===== src/rtl/ctw_pkg.sv =====
package ctw_pkg;

    typedef enum logic [2:0] {
        ST_IDLE   = 3'd0,
        ST_NODATA = 3'd1,
        ST_FIRST  = 3'd2,
        ST_NEXT   = 3'd3,
        ST_STATUS = 3'd4
    } ctw_state_e;

    typedef enum logic [1:0] {
        PH_NODATA = 2'd0,
        PH_FIRST  = 2'd1,
        PH_NEXT   = 2'd2,
        PH_STATUS = 2'd3
    } ctw_phase_e;

    typedef struct packed {
        logic setup;
        logic has_data;
        logic data;
        logic last;
        logic status;
    } ctw_evt_t;

    typedef struct packed {
        logic       valid;
        ctw_phase_e phase;
    } ctw_fail_t;

    // Phase code reported for a state; idle maps to code 0 (timer not running)
    function automatic ctw_phase_e phase_of(ctw_state_e s);
        case (s)
            ST_FIRST:  return PH_FIRST;
            ST_NEXT:   return PH_NEXT;
            ST_STATUS: return PH_STATUS;
            default:   return PH_NODATA;
        endcase
    endfunction

endpackage


===== src/rtl/ctw_ms_timer.sv =====
module ctw_ms_timer #(
    parameter int CLK_PER_MS = 50000,
    parameter int MS_W       = 4
) (
    input  logic            clk,
    input  logic            rst,
    input  logic            run,
    input  logic            restart,
    input  logic [MS_W-1:0] limit_ms,
    output logic            expire
);
    localparam int PRE_W = (CLK_PER_MS > 1) ? $clog2(CLK_PER_MS) : 1;
    localparam logic [PRE_W-1:0] PRE_TOP = PRE_W'(CLK_PER_MS - 1);

    logic [PRE_W-1:0] pre_q;
    logic [MS_W-1:0]  ms_q;
    logic             tick;

    assign tick = (pre_q == PRE_TOP);

    always_ff @(posedge clk) begin
        if (rst || restart || !run) begin
            pre_q <= '0;
            ms_q  <= '0;
        end else if (tick) begin
            pre_q <= '0;
            ms_q  <= ms_q + MS_W'(1);
        end else begin
            pre_q <= pre_q + PRE_W'(1);
        end
    end

    // Budget spent on the tick that completes the last millisecond
    assign expire = run && tick && (ms_q == limit_ms - MS_W'(1));

endmodule


===== src/rtl/ctw_phase_fsm.sv =====
module ctw_phase_fsm
    import ctw_pkg::*;
(
    input  logic       clk,
    input  logic       rst,
    input  ctw_evt_t   evt,
    input  logic       expire,
    output ctw_state_e state,
    output logic       restart,
    output ctw_fail_t  fail
);
    ctw_state_e nxt;

    always_comb begin
        nxt     = state;
        restart = 1'b0;
        fail    = '0;
        if (evt.setup) begin
            nxt     = evt.has_data ? ST_FIRST : ST_NODATA;
            restart = 1'b1;
        end else begin
            case (state)
                ST_NODATA, ST_STATUS: begin
                    if (evt.status) begin
                        nxt = ST_IDLE;
                    end else if (expire) begin
                        nxt        = ST_IDLE;
                        fail.valid = 1'b1;
                        fail.phase = phase_of(state);
                    end
                end
                ST_FIRST, ST_NEXT: begin
                    if (evt.data) begin
                        nxt     = evt.last ? ST_STATUS : ST_NEXT;
                        restart = 1'b1;
                    end else if (expire) begin
                        nxt        = ST_IDLE;
                        fail.valid = 1'b1;
                        fail.phase = phase_of(state);
                    end
                end
                default: nxt = ST_IDLE;
            endcase
        end
    end

    always_ff @(posedge clk) begin
        if (rst) state <= ST_IDLE;
        else     state <= nxt;
    end

endmodule


===== src/rtl/ctw_fail_flag.sv =====
module ctw_fail_flag
    import ctw_pkg::*;
(
    input  logic       clk,
    input  logic       rst,
    input  ctw_fail_t  fail,
    input  logic       clr,
    output logic       flag,
    output ctw_phase_e code
);
    always_ff @(posedge clk) begin
        if (rst) begin
            flag <= 1'b0;
            code <= PH_NODATA;
        end else if (fail.valid) begin
            // a new failure outranks a clear in the same cycle
            flag <= 1'b1;
            if (!flag || clr) code <= fail.phase;
        end else if (clr) begin
            flag <= 1'b0;
            code <= PH_NODATA;
        end
    end

endmodule


===== src/rtl/ctl_xfer_watchdog.sv =====
module ctl_xfer_watchdog
    import ctw_pkg::*;
#(
    parameter int CLK_PER_MS = 50000,
    parameter int NODATA_MS  = 2,
    parameter int FIRST_MS   = 10,
    parameter int NEXT_MS    = 5,
    parameter int STATUS_MS  = 2
) (
    input  logic       clk,
    input  logic       rst,
    input  logic       setup_pulse,
    input  logic       setup_with_data,
    input  logic       data_pulse,
    input  logic       data_is_last,
    input  logic       status_pulse,
    input  logic       ack_wr,
    input  logic       ack_wdata,
    output logic       timeout_flag,
    output logic [1:0] timeout_phase,
    output logic       tracking
);
    localparam int MAX_A  = (NODATA_MS > FIRST_MS) ? NODATA_MS : FIRST_MS;
    localparam int MAX_B  = (NEXT_MS > STATUS_MS) ? NEXT_MS : STATUS_MS;
    localparam int MAX_MS = (MAX_A > MAX_B) ? MAX_A : MAX_B;
    localparam int MS_W   = $clog2(MAX_MS + 1);

    ctw_evt_t        evt;
    ctw_state_e      state;
    ctw_fail_t       fail;
    ctw_phase_e      code;
    logic            restart;
    logic            tmr_expire;
    logic            fail_valid;
    logic [MS_W-1:0] limit_ms;

    assign evt.setup    = setup_pulse;
    assign evt.has_data = setup_with_data;
    assign evt.data     = data_pulse;
    assign evt.last     = data_is_last;
    assign evt.status   = status_pulse;

    always_comb begin
        case (phase_of(state))
            PH_FIRST:  limit_ms = MS_W'(FIRST_MS);
            PH_NEXT:   limit_ms = MS_W'(NEXT_MS);
            PH_STATUS: limit_ms = MS_W'(STATUS_MS);
            default:   limit_ms = MS_W'(NODATA_MS);
        endcase
    end

    ctw_ms_timer #(
        .CLK_PER_MS(CLK_PER_MS),
        .MS_W      (MS_W)
    ) u_timer (
        .clk     (clk),
        .rst     (rst),
        .run     (state != ST_IDLE),
        .restart (restart),
        .limit_ms(limit_ms),
        .expire  (tmr_expire)
    );

    ctw_phase_fsm u_fsm (
        .clk    (clk),
        .rst    (rst),
        .evt    (evt),
        .expire (tmr_expire),
        .state  (state),
        .restart(restart),
        .fail   (fail)
    );

    ctw_fail_flag u_flag (
        .clk (clk),
        .rst (rst),
        .fail(fail),
        .clr (ack_wr && ack_wdata),
        .flag(timeout_flag),
        .code(code)
    );

    assign fail_valid    = fail.valid;
    assign timeout_phase = code;
    assign tracking      = (state != ST_IDLE);

endmodule


===== config.mk =====
export PLATFORM = sky130hd
export DESIGN_NAME = ctl_xfer_watchdog
export DESIGN_NICKNAME = d
export VERILOG_FILES = /design/src/rtl/ctw_pkg.sv /design/src/rtl/ctw_ms_timer.sv /design/src/rtl/ctw_phase_fsm.sv /design/src/rtl/ctw_fail_flag.sv /design/src/rtl/ctl_xfer_watchdog.sv
export SDC_FILE = /design/constraint.sdc
export NUM_CORES = 1
export LEC_CHECK = 0
export ABC_AREA = 1
export BUFFER_PORTS_ARGS = -buffer_cell sky130_fd_sc_hd__buf_2
export CAP_MARGIN = 20
export CELL_PAD_IN_SITES_DETAIL_PLACEMENT = 1
export CELL_PAD_IN_SITES_GLOBAL_PLACEMENT = 1
export CORE_MARGIN = 4
export CORE_UTILIZATION = 38
export DETAILED_ROUTE_END_ITERATION = 7
export PLACE_DENSITY = 0.72
export SLEW_MARGIN = 20
export SYNTH_ARGS = -nofsm -noshare
export SYNTH_HDL_FRONTEND = slang
export SYNTH_SLANG_ARGS = --single-unit

===== constraint.sdc =====
create_clock -name clk -period 1.5 [get_ports clk]
set_clock_uncertainty 0.1 [all_clocks]
set_input_delay 0.225 -clock clk [delete_from_list [all_inputs] [get_ports clk]]
set_output_delay 0.225 -clock clk [all_outputs]
set_load 0.05 [all_outputs]

==> results of run 1 <==
metrics by stage:
step           utilization  setup TNS (ns)
2_1_floorplan            -         -0.0793
3_3_place_gp         0.514           -1.76
3_5_place_dp         0.514           -5.70
4_1_cts              0.589           -4.22
5_1_grt              0.607           -6.48
6_report             0.607           -3.67
registers in the layout, indices dropped and copies added (netlist names):
signal         flops
u_fsm.state        3
u_flag.code        2
u_flag.flag        1
u_timer.pre_q     16
u_timer.ms_q       4
cells by family (layout without fill, tap and decap cells):
logic type | Yosys count | count (layout) | share of synthesized area
adder cells (fa/ha/maj) | 2 | 2 | 0.0180
AND/OR/NAND/NOR | 105 | 106 | 0.385
AO/OA/AOI/OAI | 31 | 31 | 0.127
XOR/XNOR | 2 | 2 | 0.0126
buffers and inverters | 29 | 89 | 0.0844
flip-flops | 26 | 26 | 0.373
layout make-up:
| type | count | area, sq um |
|---|---|---|
| Clock buffer | 3 | 41.3 |
| Clock inverter | 1 | 30.0 |
| Fill cell | 443 | 1350 |
| Inverter | 27 | 104 |
| Multi-Input combinational cell | 141 | 897 |
| Sequential cell | 26 | 526 |
| Tap cell | 46 | 57.6 |
| Timing Repair Buffer | 58 | 435 |
what timing repair did:
item                       4_1_cts  5_1_grt
cloned                           1        0
resized for setup               31       16
pin swaps                       18       11
setup buffers                   10        1
setup endpoints to repair       27       27
power by group through the flow:
stage	clock, mW	sequential, mW	combinational (mW)
floorplan	0	0.720	0.0692
global placement	0	0.716	0.129
detailed placement	0	0.717	0.135
CTS	0.599	0.702	0.147
global route	0.633	0.703	0.174
finish	0.597	0.702	0.161
worst max path at each step:
stage	slack [ns]	cells past startpoint	end	from
after detailed placement	-0.32	10	u_flag.code[1]	u_timer.pre_q[1]
final	-0.25	11	u_flag.code[1]	u_timer.pre_q[1]
after floorplan	-0.07	11	u_timer.pre_q[14]	u_timer.pre_q[0]
after global placement	-0.15	11	u_flag.code[1]	u_timer.pre_q[0]
after CTS	-0.20	8	u_timer.ms_q[3]	u_timer.pre_q[1]
after global routing	-0.40	11	u_flag.code[1]	u_timer.pre_q[1]
synth_stat cells, drive strengths merged:
| cell | number | area, sq um |
|---|---|---|
| or3 | 1 | 6.26 |
| nand4 | 6 | 37.5 |
| inv | 27 | 101 |
| o211ai | 3 | 22.5 |
| nor3b | 2 | 20.0 |
| ha | 2 | 25.0 |
| xor2 | 2 | 17.5 |
| nand2 | 45 | 189 |
| o21ai | 8 | 40.0 |
| a21oi | 16 | 83.8 |
| nor4 | 1 | 6.26 |
| nor2 | 31 | 146 |
| a21boi | 1 | 7.51 |
| o21a | 2 | 15.0 |
| a211oi | 1 | 7.51 |
| nor3 | 6 | 61.3 |
| or2 | 4 | 25.0 |
| buf | 2 | 16.3 |
| nand3 | 9 | 45.0 |
| dfxtp | 26 | 521 |
layer usage:
metal / global-route usage / part of all wire
met4: 0.0720 / 0.020
met5: 0 / 0
met2: 0.437 / 0.57
met1: 0.224 / 0.39
met3: 0.0292 / 0.021
worst min-delay path, stage by stage:
cell and delay, ns:
sky130_fd_sc_hd__buf_2 0.10, sky130_fd_sc_hd__nand2_1 0.08, sky130_fd_sc_hd__o21ai_1 0.06
==> run_results.csv, run 1 <==
group,metric,value,unit
power_and_ir_drop,switching_share,0.233,
floorplanning,core.rowCount,21,
drt,via_per_inst,5.15,
floorplanning,die_w,68.6,um
power_and_ir_drop,static-leakage-power,0.888,nW
logic_synthesis,post_syn_area_per_cell,7.15,sq um
sta,slew_headroom,0.820,
drt,dr.first_iter.drc_count,51,
drt,route.detailed.drc,0,
place,portBuffers,12,
worst_setup_path,timing.reg2reg.worst_path_depth,11,
clock_network,clk_path_buf_depth,2,
sta,setup_viol,26,
sta,post-route-worst-setup-slack,-0.254,ns
worst_setup_path,regToRegEndpoint,"u_flag.code[1]",
global_route,grt_first_pass_wirelength,7550,um
worst_setup_path,worst_path_largest_cell_delay,0.36,ns
power_and_ir_drop,p_seq_frac,0.481,
finish,nNetsFinal,268,
clock_network,clockRootBuffer,"sky130_fd_sc_hd__clkbuf_8",
logic_synthesis,post_synth_inst_count,195,
clock_network,cts_num_sinks,26,
sta,timing.final.crit_share,1.17,
power_and_ir_drop,share_comb_of_total_power,0.110,
floorplanning,initial_utilization,0.405,
job,cap_viol_max_count,0,
logic_synthesis,synth_cell_type_count,32,
worst_setup_path,worst-endpoint-arrival,1.88,ns
floorplanning,io_pins,13,
power_and_ir_drop,ir_worst_vdd,348,uV
sta,timing.final.max_slew_violations,0,
worst_setup_path,cpLargestDelayFamily,"simple AND/OR/NAND/NOR gates",
worst_setup_path,worstPathMaxFanout,5,
floorplanning,die_height,68.6,um
worst_setup_path,start_kind,"register",
global_route,grt_start_max_net_pins,16,
worst_hold_path,min_delay_worst_endpoint,"u_fsm.state[1]",
global_route,globalRouteOverflowTotal,0,
sta,timing.fmax,570,MHz
sta,hold-worst-slack,0.110,ns
global_route,antenna_found_initial,0,
worst_setup_path,worst-endpoint-required,1.62,ns
clock_network,path_clk_slew,0.10,ns
sta,tightestPinTransition,0.271,ns
power_and_ir_drop,power.share.clock,0.409,
worst_setup_path,timing_worst_setup_path_type,"reg2reg",
drt,detailroute.via_count,1555,
global_route,grt_use_total,0.217,
place,place_inst,286,
place,placed_standard_cell_area,1770,sq um
worst_setup_path,cell_by_cell_listing_of_the_critical_path,"ha_4, nand2_4, nor2_4, nand4_1, nor2_4, nand2_2, inv_4, nand3_2, nor2_1, nor2_1, nor2_1",
logic_synthesis,synth-seq-area-share,0.373,
finish,finalNonFillerCells,302,
floorplanning,core,3440,sq um
power_and_ir_drop,total_power,1.46,mW
drt,post_drt_wl_per_cell,15.8,um
clock_network,worstSkewPairLatency,0.28,ns
drt,firstDrtPassIters,4,
power_and_ir_drop,switchingPower,0.340,mW
power_and_ir_drop,power_density,699,nW/um^2
clock_network,tritoncts,"yes",
logic_synthesis,yosys_reg_bits,26,
logic_synthesis,yosysWarnings,0,
finish,insertedDiodeCount,0,
clock_network,cts_inserted_buffers,3,
global_route,first_global_vias,1713,
worst_setup_path,crit_slowest_cell,"sky130_fd_sc_hd__dfxtp_2",
place,place.gp.congestion,0.925,
finish,final_layout_size_suffix_gt1_frac,0.457,
run_status,violations_in_the_final_reports,"negative setup slack",
finish,area.growth.synth_to_final,50.0,%
finish,top_library_cells_by_usage_in_the_layout_fill_and_taps_aside,"sky130_fd_sc_hd__buf_4, sky130_fd_sc_hd__nand2_1, sky130_fd_sc_hd__inv_1, sky130_fd_sc_hd__dfxtp_1, sky130_fd_sc_hd__nor2_1",
floorplanning,fp.dieArea,4700,sq um
worst_setup_path,regToRegStartpoint,"u_timer.pre_q[1]",
sta,grt_setup_unrepaired,"true",
clock_network,cts_htree_levels,1,
worst_hold_path,hold_class,"in2reg",
worst_setup_path,critical_path.n_buffers_inverters,1,
logic_synthesis,netlist_area,1390,sq um
finish,final_area,2090,sq um
worst_hold_path,hold_start,"setup_with_data",
place,placement.setup.worst_slack,-0.319,ns
worst_setup_path,timing.critical_path.to_type,"register",
sta,hold_violations,0,
power_and_ir_drop,intPower,1.12,mW
clock_network,cts.hold.buffers_added,0,
finish,layout_commonest_cell,"sky130_fd_sc_hd__buf_4",
drt,wirelength,4780,um
worst_setup_path,setup.reg_to_reg.worst_slack,-0.25,ns
place,dpl.hpwl,3370,um
run_status,outcome,"complete, but fails checks",
worst_hold_path,min_path_cells,3,
worst_setup_path,timing.critical_path.mode_cell,"sky130_fd_sc_hd__nor2_1",
sta,final.min_clock_period,1.75,ns
logic_synthesis,mappedNetlistNets,206,
drt,remaining_number_of_nets_flagged_by_the_antenna_check_after_routing,0,
Note: power is estimated with default switching activity, not from simulation.
==> run 2, diff against run 1 <==
- BUFFER_PORTS_ARGS: -buffer_cell sky130_fd_sc_hd__buf_2 -> not set
- CORE_UTILIZATION: 38 -> 40
- DONT_BUFFER_PORTS: not set -> 1
- PLACE_DENSITY: 0.72 -> 0.71
- SETUP_SLACK_MARGIN: not set -> 0.2
- SKIP_CTS_REPAIR_TIMING: not set -> 1
==> run_results.csv, run 2 (synthesis gave the netlist of run 1 again) <==
group,metric,value,unit
sta,timing.final.max_slew_violations,0,
floorplanning,io_pins,13,
global_route,globalRouteOverflowTotal,0,
sta,setup_viol,27,
global_route,first_global_vias,1548,
finish,nNetsFinal,263,
finish,final_area,2050,sq um
finish,area.growth.synth_to_final,47.2,%
worst_setup_path,setup.worst_path.start,"u_timer.pre_q[11]",
finish,layout_commonest_cell,"sky130_fd_sc_hd__buf_4",
worst_setup_path,regToRegStartpoint,"u_timer.pre_q[11]",
worst_setup_path,worstPathMaxFanout,4,
global_route,grt_start_max_net_pins,15,
place,portBuffers,0,
sta,final.min_clock_period,1.90,ns
run_status,outcome,"complete, but fails checks",
drt,firstDrtPassIters,4,
global_route,grt_first_pass_wirelength,6580,um
run_status,violations_in_the_final_reports,"negative setup slack",
global_route,top_usage_layer,"met2",
sta,timing.final.crit_share,1.26,
worst_setup_path,worst-endpoint-arrival,2.07,ns
drt,post_drt_wl_per_cell,16.9,um
drt,remaining_number_of_nets_flagged_by_the_antenna_check_after_routing,0,
worst_setup_path,start_kind,"register",
power_and_ir_drop,power_density,606,nW/um^2
finish,largest_registers,"u_timer.pre_q: 16 flops, u_timer.ms_q: 4 flops, u_fsm.state: 3 flops",
worst_setup_path,timing.critical_path.to_type,"register",
sta,finalSetupTns,-5.66,ns
worst_setup_path,timing.critical_path.mode_cell,"sky130_fd_sc_hd__nand2_1",
worst_setup_path,timing_worst_setup_path_type,"reg2reg",
sta,timing.fmax,527,MHz
finish,largest_reg_flops,16,
floorplanning,core,3360,sq um
clock_network,cts_num_sinks,26,
worst_setup_path,worst-endpoint-required,1.68,ns
global_route,groute.layer.met3.usage,0.0253,
floorplanning,fp.dieArea,4490,sq um
clock_network,cts_htree_levels,1,
place,placed_standard_cell_area,1790,sq um
drt,dr.first_iter.drc_count,59,
finish,top_library_cells_by_usage_in_the_layout_fill_and_taps_aside,"sky130_fd_sc_hd__buf_4, sky130_fd_sc_hd__nand2_1, sky130_fd_sc_hd__inv_1, sky130_fd_sc_hd__dfxtp_1, sky130_fd_sc_hd__nor2_1",
global_route,use_met2,0.367,
sta,slew_headroom,0.769,
worst_hold_path,hold_start,"data_pulse",
finish,final_layout_size_suffix_gt1_frac,0.438,
drt,detailroute.via_count,1524,
finish,final.fill_count,448,
worst_setup_path,crit_slowest_cell,"sky130_fd_sc_hd__dfxtp_1",
global_route,antenna_found_initial,0,
worst_setup_path,regToRegEndpoint,"u_flag.code[1]",
worst_hold_path,hold_class,"in2reg",
clock_network,worstSkewPairLatency,0.33,ns
clock_network,cts_inserted_buffers,3,
sta,post-route-worst-setup-slack,-0.396,ns
global_route,gr_util_met1,0.207,
floorplanning,die_w,67.0,um
power_and_ir_drop,static-leakage-power,0.874,nW
power_and_ir_drop,ir_worst_vdd,274,uV
job,cap_viol_max_count,0,
place,dpl.hpwl,3250,um
drt,via_per_inst,5.13,
sta,hold_violations,0,
worst_setup_path,cell_by_cell_listing_of_the_critical_path,"or2_1, nor2_1, nand2_1, nor2_4, buf_4, nand3_2, nand2_1, nand2_2, nand2_1, nand2_1, nor2_1",
worst_setup_path,timing.reg2reg.worst_path_depth,11,
drt,route.detailed.drc,0,
place,place.gp.congestion,0.849,
clock_network,tritoncts,"yes",
global_route,grt_use_total,0.192,
floorplanning,die_height,67.0,um
floorplanning,initial_utilization,0.414,
sta,tightestPinTransition,0.343,ns
worst_hold_path,min_path_cells,4,
drt,wirelength,5010,um
finish,register_with_the_highest_flop_count,"u_timer.pre_q",
finish,insertedDiodeCount,0,
worst_hold_path,min_delay_worst_endpoint,"u_fsm.state[2]",
clock_network,clockRootBuffer,"sky130_fd_sc_hd__clkbuf_4",
clock_network,clk_path_buf_depth,2,
clock_network,path_clk_slew,0.15,ns
floorplanning,core.rowCount,21,
sta,grt_setup_unrepaired,"true",
worst_setup_path,worst_path_largest_cell_delay,0.35,ns
worst_setup_path,setup.reg_to_reg.worst_slack,-0.40,ns
run 2: power by group:
part | leakage [nW] | internal (mW) | switching [mW]
logic | 0.641 | 0.0683 | 0.0950
clock network | 0.0210 | 0.149 | 0.227
registers | 0.213 | 0.698 | 0.00567
total | 0.874 | 0.915 | 0.328
run 2: worst max-delay path by stage:
stage | end | slack, ns | cells after the start
6_report | u_flag.code[1] | -0.40 | 11
5_1_grt | u_flag.code[1] | -0.47 | 11
4_1_cts | tracking | -0.26 | 5
3_5_place_dp | u_timer.ms_q[3] | -0.22 | 8
3_3_place_gp | u_flag.code[1] | -0.1 | 10
2_1_floorplan | u_timer.pre_q[14] | -0.03 | 11
run 2: cell type report:
| type | instances | area (sq um) | share of cell area |
|---|---|---|---|
| timing repair buffer | 54 | 435 | 0.212 |
| sequential | 26 | 528 | 0.257 |
| inverter | 27 | 111 | 0.0543 |
| multi-input combinational | 140 | 883 | 0.430 |
| tap | 46 | 57.6 | 0.0280 |
| clock buffer | 4 | 36.3 | 0.0177 |
run 2: stage by stage:
| step | setup WS, ns | hold slack, ns | util | power (mW) | instances |
|---|---|---|---|---|---|
| floorplan | -0.0304 | 0.194 | - | 0.793 | 195 |
| global route | -0.475 | 0.0335 | 0.610 | 1.30 | 297 |
| global placement | -0.0981 | 0.199 | 0.532 | 0.835 | 279 |
| CTS | -0.261 | -0.169 | 0.543 | 1.21 | 283 |
| finish | -0.396 | 0.0543 | 0.610 | 1.24 | 297 |
| detailed placement | -0.218 | 0.202 | 0.532 | 0.840 | 279 |
run 2: critical path: cells and delay by family, from the launching register on:
family | cells | cell delay, ns
DFF | 1 | 0.35
buffers and inverters | 1 | 0.16
and+or+nand+nor | 10 | 1.23
run 2: layer usage:
metal  wire length (um)  vias to the layer above
met5                  0                        -
met4                284                        0
met3                 87                       23
met2               2650                       27
met1               1990                      731
li1                   -                      743
==> run 3, diff against run 2 <==
- GPL_ROUTABILITY_DRIVEN: not set -> 0
- TNS_END_PERCENT: not set -> 20
==> run_results.csv, run 3 (synthesis gave the netlist of run 1 again) <==
group,metric,value,unit
worst_setup_path,worst-endpoint-required,1.65,ns
floorplanning,core.rowCount,21,
global_route,top_usage_layer,"met2",
sta,post-route-worst-setup-slack,-0.239,ns
sta,setup_viol,25,
global_route,grt_first_pass_wirelength,6180,um
power_and_ir_drop,power_density,685,nW/um^2
drt,route.detailed.drc,0,
sta,finalSetupTns,-3.00,ns
power_and_ir_drop,power.share.clock,0.371,
global_route,globalRouteOverflowTotal,0,
power_and_ir_drop,ir_worst_vdd,594,uV
global_route,antenna_found_initial,0,
worst_hold_path,hold_start,"ack_wdata",
drt,wirelength,4150,um
sta,timing.fmax,575,MHz
worst_hold_path,min_path_cells,3,
floorplanning,fp.dieArea,4490,sq um
worst_hold_path,hold_class,"in2reg",
clock_network,path_clk_slew,0.16,ns
finish,finalNonFillerCells,283,
power_and_ir_drop,intPower,1.02,mW
worst_setup_path,timing_worst_setup_path_type,"in2reg",
worst_setup_path,timing.critical_path.to_type,"register",
drt,remaining_number_of_nets_flagged_by_the_antenna_check_after_routing,0,
power_and_ir_drop,total_power,1.34,mW
global_route,grt_use_total,0.180,
run_status,violations_in_the_final_reports,"negative setup slack",
sta,slew_headroom,0.657,
drt,detailroute.via_count,1439,
finish,largest_reg_flops,16,
finish,top_library_cells_by_usage_in_the_layout_fill_and_taps_aside,"sky130_fd_sc_hd__nand2_1, sky130_fd_sc_hd__buf_4, sky130_fd_sc_hd__inv_1, sky130_fd_sc_hd__dfxtp_1, sky130_fd_sc_hd__nor2_1",
place,placement.setup.worst_slack,-0.201,ns
floorplanning,core,3360,sq um
clock_network,cts_inserted_buffers,3,
sta,timing.final.crit_share,1.16,
drt,post_drt_wl_per_cell,14.7,um
worst_setup_path,regToRegStartpoint,"u_timer.pre_q[1]",
power_and_ir_drop,switchingPower,0.314,mW
sta,hold_violations,0,
power_and_ir_drop,p_seq_frac,0.530,
place,place_inst,269,
global_route,grt_start_max_net_pins,16,
place,placed_standard_cell_area,1700,sq um
clock_network,clk_path_buf_depth,2,
floorplanning,io_pins,13,
power_and_ir_drop,static-leakage-power,0.769,nW
place,dpl.hpwl,2960,um
sta,grt_setup_unrepaired,"true",
floorplanning,initial_utilization,0.414,
clock_network,tritoncts,"yes",
worst_setup_path,start_kind,"input port",
run_status,outcome,"complete, but fails checks",
clock_network,cts_num_sinks,26,
worst_setup_path,setup.worst_path.start,"setup_pulse",
finish,final_area,1950,sq um
floorplanning,die_w,67.0,um
drt,via_per_inst,5.08,
finish,final.fill_count,447,
worst_setup_path,timing.reg2reg.worst_path_depth,8,
worst_setup_path,regToRegEndpoint,"u_timer.ms_q[3]",
clock_network,cts_htree_levels,1,
worst_setup_path,worstPathMaxFanout,6,
global_route,groute.layer.met3.usage,0.0320,
place,portBuffers,0,
sta,tightestPinTransition,0.514,ns
clock_network,clockRootBuffer,"sky130_fd_sc_hd__clkbuf_4",
worst_setup_path,setup.reg_to_reg.worst_slack,-0.19,ns
finish,area.growth.synth_to_final,40.0,%
clock_network,worstSkewPairLatency,0.32,ns
global_route,gr_util_met1,0.198,
finish,insertedDiodeCount,0,
sta,final.min_clock_period,1.74,ns
job,cap_viol_max_count,0,
power_and_ir_drop,share_comb_of_total_power,0.099,
finish,largest_registers,"u_timer.pre_q: 16 flops, u_timer.ms_q: 4 flops, u_fsm.state: 3 flops",
floorplanning,die_height,67.0,um
drt,firstDrtPassIters,4,
global_route,first_global_vias,1407,
drt,dr.first_iter.drc_count,25,
finish,nNetsFinal,249,
sta,timing.final.max_slew_violations,0,
worst_hold_path,min_delay_worst_endpoint,"u_flag.flag",
power_and_ir_drop,switching_share,0.235,
global_route,use_met2,0.340,
finish,register_with_the_highest_flop_count,"u_timer.pre_q",
finish,layout_commonest_cell,"sky130_fd_sc_hd__nand2_1",
worst_setup_path,worst-endpoint-arrival,1.89,ns
finish,final_layout_size_suffix_gt1_frac,0.414,
## run 3: per-layer routing
layer  wire, um  vias to the layer above  share of wire
met5          0                        -              0
met4        112                        0          0.027
met3        100                       14          0.024
met2       2240                       24           0.54
met1       1690                      682           0.41
li1           -                      719              -
## run 3: through the flow
step	util	hold WS (ns)
floorplan	-	0.194
global placement	0.505	0.200
detailed placement	0.505	0.198
CTS	0.520	-0.167
global route	0.580	0.0634
finish	0.580	0.0473
## run 3: layout make-up
class	count	area, sq um	area share
clock buffers	3	22.5	0.0115
well taps	46	57.6	0.0295
flip-flops and latches	26	534	0.274
repair buffers	40	327	0.167
multi-input cells	140	873	0.447
clock inverters	1	30.0	0.0154
inverters	27	108	0.0551
## run 3: worst max-delay path by stage
stage / slack [ns] / endpoint
2_1_floorplan: -0.03 / u_timer.pre_q[14]
3_3_place_gp: -0.1 / u_flag.code[1]
3_5_place_dp: -0.20 / u_flag.code[1]
4_1_cts: -0.39 / tracking
5_1_grt: -0.32 / u_timer.pre_q[11]
6_report: -0.24 / u_timer.pre_q[11]
## run 3: power by group through the flow
| stage | logic (mW) | registers, mW | clock network [mW] |
|---|---|---|---|
| after detailed placement | 0.0998 | 0.725 | 0 |
| after CTS | 0.100 | 0.710 | 0.506 |
| after global placement | 0.0960 | 0.725 | 0 |
| after floorplan | 0.0698 | 0.721 | 0 |
| after global routing | 0.144 | 0.711 | 0.547 |
| final | 0.133 | 0.709 | 0.496 |
## run 3: worst max-delay path, cell delays in order
cell and delay [ns]:
sky130_fd_sc_hd__dlygate4sd3_1 0.60, sky130_fd_sc_hd__nor2_1 0.19, sky130_fd_sc_hd__inv_1 0.11, sky130_fd_sc_hd__nor3_4 0.28, sky130_fd_sc_hd__buf_4 0.19, sky130_fd_sc_hd__nand3_1 0.10
sky130_fd_sc_hd__a211oi_2 0.20
